--- src/rtl/fbr_pkg.sv ---
`timescale 1ns/1ps
// Shared types for the fair bus requester.
// Assumes: one requester per board, with three control states.
package fbr_pkg;
    typedef enum logic [1:0] {
        ST_IDLE = 2'd0,
        ST_WAIT = 2'd1,
        ST_OWN  = 2'd2
    } fbr_state_t;
endpackage

--- src/rtl/fbr_fair_gate.sv ---
`timescale 1ns/1ps
// Fairness gate: reports that a new request must be held back.
// Assumes: other_req_in excludes this board's own request line.
module fbr_fair_gate #(
    parameter int N_LEVELS = 4,
    localparam int LVL_W = (N_LEVELS > 1) ? $clog2(N_LEVELS) : 1
) (
    input  logic [LVL_W-1:0]    level,
    input  logic                fair_en,
    input  logic [N_LEVELS-1:0] other_req,
    output logic                blocked
);
    // Block only when fairness is on and our own level is already in use.
    always_comb begin
        blocked = fair_en && other_req[level];
    end
endmodule

--- src/rtl/fbr_release.sv ---
`timescale 1ns/1ps
// Release policy: decides when an owning board gives up the bus.
// Assumes: xfer_active is meaningful only while owning.
module fbr_release #(
    parameter int N_LEVELS = 4
) (
    input  logic                yield_mode,
    input  logic                need,
    input  logic                xfer_active,
    input  logic [N_LEVELS-1:0] other_req,
    output logic                release_now
);
    logic done_w;
    logic contested_w;

    // A release never cuts a transfer short; yield mode also reacts to demand from others.
    always_comb begin
        done_w      = !need;
        contested_w = yield_mode && (|other_req);
        release_now = !xfer_active && (done_w || contested_w);
    end
endmodule

--- src/rtl/fbr_grant_chain.sv ---
`timescale 1ns/1ps
// Daisy-chain grant passing: absorbs the own-level grant while engaged.
// Assumes: level is static while engaged.
module fbr_grant_chain #(
    parameter int N_LEVELS = 4,
    localparam int LVL_W = (N_LEVELS > 1) ? $clog2(N_LEVELS) : 1
) (
    input  logic [LVL_W-1:0]    level,
    input  logic                engaged,
    input  logic [N_LEVELS-1:0] grant_in,
    output logic [N_LEVELS-1:0] grant_out
);
    for (genvar g = 0; g < N_LEVELS; g++) begin : g_lvl
        // Pass this level's grant unless this board has claimed it.
        always_comb begin
            grant_out[g] = grant_in[g] && !(engaged && (level == LVL_W'(g)));
        end
    end
endmodule

--- src/rtl/fair_bus_requester.sv ---
`timescale 1ns/1ps
// Fair bus requester: request, grant absorption, bus-busy and release
// for one master board on a multi-level daisy-chained backplane.
// Assumes: configuration inputs change only while idle.
module fair_bus_requester
    import fbr_pkg::*;
#(
    parameter int N_LEVELS = 4,
    localparam int LVL_W = (N_LEVELS > 1) ? $clog2(N_LEVELS) : 1
) (
    input  logic                clk,
    input  logic                rst_n,
    input  logic [LVL_W-1:0]    cfg_level,
    input  logic                cfg_fair,
    input  logic                cfg_yield,
    input  logic                loc_need,
    input  logic                loc_xfer_active,
    input  logic [N_LEVELS-1:0] other_req_in,
    input  logic [N_LEVELS-1:0] grant_in,
    output logic [N_LEVELS-1:0] grant_out,
    output logic [N_LEVELS-1:0] bus_req_out,
    output logic                bus_busy_out,
    output logic                loc_owner
);
    fbr_state_t state_q, state_d;
    logic blocked_w;
    logic release_w;
    logic engaged_w;

    fbr_fair_gate #(.N_LEVELS(N_LEVELS)) i_gate (
        .level     (cfg_level),
        .fair_en   (cfg_fair),
        .other_req (other_req_in),
        .blocked   (blocked_w)
    );

    fbr_release #(.N_LEVELS(N_LEVELS)) i_rel (
        .yield_mode  (cfg_yield),
        .need        (loc_need),
        .xfer_active (loc_xfer_active),
        .other_req   (other_req_in),
        .release_now (release_w)
    );

    fbr_grant_chain #(.N_LEVELS(N_LEVELS)) i_chain (
        .level     (cfg_level),
        .engaged   (engaged_w),
        .grant_in  (grant_in),
        .grant_out (grant_out)
    );

    // Next-state selection for request, ownership and release.
    always_comb begin
        state_d = state_q;
        unique case (state_q)
            ST_IDLE: if (loc_need && !blocked_w) state_d = ST_WAIT;
            ST_WAIT: if (grant_in[cfg_level])    state_d = ST_OWN;
            ST_OWN:  if (release_w)              state_d = ST_IDLE;
            default: state_d = ST_IDLE;
        endcase
    end

    // State register with synchronous reset.
    always_ff @(posedge clk) begin
        if (!rst_n) state_q <= ST_IDLE;
        else        state_q <= state_d;
    end

    // Engagement flag used by the grant chain.
    always_comb begin
        engaged_w = (state_q != ST_IDLE);
    end

    // Request line for the configured level only.
    for (genvar g = 0; g < N_LEVELS; g++) begin : g_req
        always_comb begin
            bus_req_out[g] = (state_q == ST_WAIT) && (cfg_level == LVL_W'(g));
        end
    end

    // Ownership outputs.
    always_comb begin
        bus_busy_out = (state_q == ST_OWN);
        loc_owner    = (state_q == ST_OWN);
    end

    assert_req_onehot_R2: assert property (@(posedge clk) disable iff (!rst_n)
        $onehot0(bus_req_out));

    assert_fair_hold_R3: assert property (@(posedge clk) disable iff (!rst_n)
        (bus_req_out == '0 && !loc_owner && cfg_fair && other_req_in[cfg_level])
        |=> (bus_req_out == '0));

    assert_grant_take_R4: assert property (@(posedge clk) disable iff (!rst_n)
        (bus_req_out[cfg_level] && grant_in[cfg_level]) |=> (loc_owner && bus_busy_out));

    assert_no_req_while_busy_R4: assert property (@(posedge clk) disable iff (!rst_n)
        bus_busy_out |-> (bus_req_out == '0));

    assert_grant_absorbed_R5: assert property (@(posedge clk) disable iff (!rst_n)
        ((bus_req_out != '0) || loc_owner) |-> !grant_out[cfg_level]);

    assert_hold_mode_R6: assert property (@(posedge clk) disable iff (!rst_n)
        (loc_owner && !cfg_yield && (loc_need || loc_xfer_active)) |=> loc_owner);

    assert_xfer_finish_R7: assert property (@(posedge clk) disable iff (!rst_n)
        (loc_owner && loc_xfer_active) |=> loc_owner);

    assert_req_kept_R8: assert property (@(posedge clk) disable iff (!rst_n)
        (bus_req_out[cfg_level] && !grant_in[cfg_level]) |=> bus_req_out[cfg_level]);
endmodule

--- config.mk ---
export PLATFORM = sky130hd
export DESIGN_NAME = fair_bus_requester
export DESIGN_NICKNAME = d
export VERILOG_FILES = /design/src/rtl/fbr_pkg.sv /design/src/rtl/fbr_fair_gate.sv /design/src/rtl/fbr_release.sv /design/src/rtl/fbr_grant_chain.sv /design/src/rtl/fair_bus_requester.sv
export SDC_FILE = /design/constraint.sdc
export NUM_CORES = 1
export LEC_CHECK = 0
export ABC_AREA = 1
export BUFFER_PORTS_ARGS = -buffer_cell sky130_fd_sc_hd__buf_2
export CAP_MARGIN = 20
export CELL_PAD_IN_SITES_DETAIL_PLACEMENT = 1
export CELL_PAD_IN_SITES_GLOBAL_PLACEMENT = 1
export CORE_UTILIZATION = 19
export DETAILED_ROUTE_END_ITERATION = 7
export GPL_TIMING_DRIVEN = 0
export PLACE_DENSITY = 0.72
export RECOVER_POWER = 25
export SLEW_MARGIN = 20
export SYNTH_ARGS = -nofsm -noshare
export SYNTH_HDL_FRONTEND = slang
export SYNTH_HIERARCHICAL = 1
export SYNTH_SLANG_ARGS = --single-unit
--- constraint.sdc ---
create_clock -name clk -period 0.8 [get_ports clk]
set_input_delay 0.04 -clock clk [delete_from_list [all_inputs] [get_ports clk]]
set_output_delay 0.04 -clock clk [all_outputs]
set_load 0.02 [all_outputs]
==> flow_metrics.py <==
metrics = {
    "run_status": {
        "outcome": "complete, but fails checks",
        "violations": "setup timing",
    },
    "detailed_routing": {
        "drt_iter0_markers": 2,
        "ant_nets": 0,
        "post-route-drc-count": 0,
        "dr.pass1.iters": 5,
        "totalWireLength_um": 1133,
        "viasPerCell": 4.440,
        "post_drt_wl_per_cell_um": 9.767,
        "vias": 515,
    },
    "power_and_ir_drop": {
        "power_density_nw_per_um2": 2230,
        "ir_worst_vdd_uv": 1008,
        "p_leak_nw": 0.3960,
    },
    "setup_path": {
        "r2r_start": "state_q[0]",
        "path_cells": "inv_4, nor2_4, inv_4, nor3_4, buf_6",
        "crit_path_frequent_cell": "inv_4",
        "worstPathRequired_ns": 0.76,
        "ff2ff_path_depth": 6,
        "cp_data_arrival_time_ns": 1.09,
        "crit_fanout": 4,
        "cp.buffers_inverters": 3,
        "start_kind": "flop",
        "worstSetupPathType": "flop to output port",
        "cp_top_family": "flip-flops",
        "crit_path_max_incr_delay_ns": 0.37,
        "critPathSlowestCell": "dfxtp_4",
        "end_kind": "output port",
        "r2r_end": "state_q[0]",
        "r2r_slack_ns": -0.23,
    },
    "timing": {
        "rsz0062_at_grt": "true",
        "relSlewSlack_pct": 82.90,
        "hold_violations": 0,
        "tns_ns": -3.445,
        "setup_violations": 12,
        "clock.fmax_mhz": 882.7,
        "slew_violations": 0,
        "clock_skew_ns": 0.009459,
        "setup_ws_ns": -0.3329,
        "finalCritPeriodShare_pct": 141.6,
        "period_minus_slack_ns": 1.133,
        "worst_pin_slew_ns": 0.2565,
    },
    "floorplan": {
        "core-area_um2": 1577,
        "rows": 14,
        "ios": 26,
        "die_w_um": 44.09,
        "dieArea_um2": 1944,
        "initial_core_util_pct": 21.35,
        "die_h_um": 44.09,
    },
    "global_route": {
        "grt_max_degree": 13,
        "grt_usage_pct": 14.44,
        "first_global_vias": 499,
        "grt_pass1_wl_um": 2042,
        "gr-total-overflow": 0,
        "antenna_found_initial": 0,
    },
    "synth": {
        "synth_xor_area_share_pct": 0,
        "syn_nets": 84,
        "synth_top_family_by_area": "simple AND/OR/NAND/NOR gates",
        "yosys.cell_types.count": 16,
        "ys_warn_count": 6,
        "synth_adder_area_share_pct": 0,
        "syn_inst": 68,
        "syn_avg_cell_area_um2": 4.950,
        "netlist_top_cells_area": "inv_1 (22%), nand2_1 (20%), dfxtp_1 (12%)",
        "yosysSeqAreaShare_pct": 11.90,
        "ys_ff_latch": 2,
        "synth_area_leader_cell": "inv_1",
        "synth_top_area_share_pct": 22.30,
        "synthSimpleGateAreaFrac_pct": 52.04,
        "muxShareOfSynthArea_pct": 0,
        "syn_area_um2": 336.6,
        "synth-compound-area-share_pct": 10.41,
    },
    "clocking": {
        "numCtsBuffers": 3,
        "htree_num_levels": 1,
        "clockBufferDepth": 2,
        "clockRootBuffer": "clkbuf_4",
        "cts_tree": "built",
        "path_clk_slew_ns": 0.03,
        "clk_latency_ns": 0.24,
        "ctsHoldBuffers": 0,
        "clock-sinks": 2,
    },
    "worst_hold_path": {
        "whs_path_depth": 2,
        "hold_start": "rst_n",
        "worstHoldEndpoint": "state_q[0]",
        "worst_hold_path_type": "input pin to flop",
    },
    "final_layout": {
        "post-route-util_pct": 44.84,
        "largest-register": "state_q",
        "top_regs": "state_q (2)",
        "largest_reg_flops": 2,
        "nets": 118,
        "syn_to_final_growth_pct": 110.0,
        "fillers": 214,
        "antennaDiodeCount": 0,
        "drive_gt1_share_pct": 57.00,
    },
    "place": {
        "hpwl_um": 828.9,
        "port_buffers": 25,
        "place.gp.congestion": 0.6391,
    },
    "flow_run": {
        "cap_violations": 0,
    },
}
[cell usage after synthesis]
| master | number |
|---|---|
| nand2_2 | 1 |
| nor3_1 | 4 |
| a21oi_2 | 1 |
| buf_4 | 1 |
| o21ai_0 | 1 |
| nor2_2 | 2 |
| a21oi_1 | 2 |
| nand4_1 | 1 |
| nand3_2 | 1 |
| a21boi_2 | 1 |
| inv_1 | 20 |
| nand2_1 | 18 |
| dfxtp_1 | 2 |
| nor2_1 | 6 |
| nand3_1 | 6 |
| inv_2 | 1 |
[worst reg2reg max path, cell delays in order, from the launching register on]
cell,delay (ns)
dfxtp_4,0.35
buf_4,0.14
nor2_4,0.10
buf_4,0.12
nand2_2,0.06
nand4_1,0.10
a21boi_2,0.05
[layer usage]
metal,up-vias,GRT usage [%],share of wire (%)
met5,-,0,0
met4,0,10.91,3.4
met3,4,4.082,7.5
met2,22,23.53,49
met1,224,15.79,40
li1,265,-,-
[how the worst max path moves through the flow]
stage	start	endpoint	slack, ns	cells after the start
final	state_q[0]	bus_req_out[1]	-0.33	5
after global routing	state_q[0]	bus_req_out[2]	-0.39	5
after CTS	state_q[0]	bus_req_out[1]	-0.33	5
after detailed placement	cfg_level[0]	state_q[0]	-0.39	7
after global placement	cfg_level[0]	state_q[0]	-0.40	7
after floorplan	state_q[0]	bus_req_out[0]	-0.13	4
[logic make-up after synthesis]
family | count (synthesis)
AOI/OAI and AO/OA | 5
buffers and inverters | 22
DFF | 2
and+or+nand+nor | 39
[power breakdown]
group | internal (W) | total [W] | switching (W)
clock | 0.000166 | 0.000236 | 0.0000698
combinational | 0.000503 | 0.00111 | 0.000605
sequential | 0.000162 | 0.000232 | 0.0000700
total | 0.000831 | 0.00158 | 0.000745
[per-stage QoR]
stage          cells  total power, W  hold WS, ns  area [um^2]  setup WS [ns]
2_1_floorplan     68       0.0007931       0.1118        407.9        -0.1340
3_3_place_gp     109       0.0009841       0.2920        553.0        -0.4022
3_5_place_dp     109       0.0009948       0.2921        553.0        -0.3940
4_1_cts          114        0.001500      0.05006        675.6        -0.3347
5_1_grt          116        0.001708      0.06301        706.9        -0.3858
6_report         116        0.001576      0.04595        706.9        -0.3329
[layout make-up]
cell class / instances / area, um^2 / share of cell area (%)
repair buffers: 29 / 220.2 / 31.15
well taps: 16 / 20.02 / 2.832
multi-input cells: 44 / 302.8 / 42.83
inverters: 21 / 86.33 / 12.21
plain buffers: 1 / 7.507 / 1.062
flip-flops and latches: 2 / 47.55 / 6.726
clock buffers: 3 / 22.52 / 3.186
[repair_timing]
| item | in CTS | in global routing |
|---|---|---|
| endpoints found under the setup margin | 12 | 12 |
| pin swaps | 5 | 2 |
| setup buffers | 2 | 2 |
| resized for setup | 29 | 5 |
[layout by cell type, fill, tap and decap left out, types with 2 or more instances in the layout]
| cell | n |
|---|---|
| buf_4 | 5 |
| clkbuf_4 | 4 |
| inv_2 | 2 |
| nor2_1 | 5 |
| nand3_1 | 4 |
| buf_6 | 10 |
| nor3_4 | 4 |
| inv_4 | 3 |
| nand3_2 | 3 |
| buf_2 | 14 |
| inv_1 | 16 |
| nand2_2 | 3 |
| nand2_1 | 16 |
| dfxtp_4 | 2 |
| nor2_4 | 3 |
Note: power is estimated with default switching activity, not from simulation.
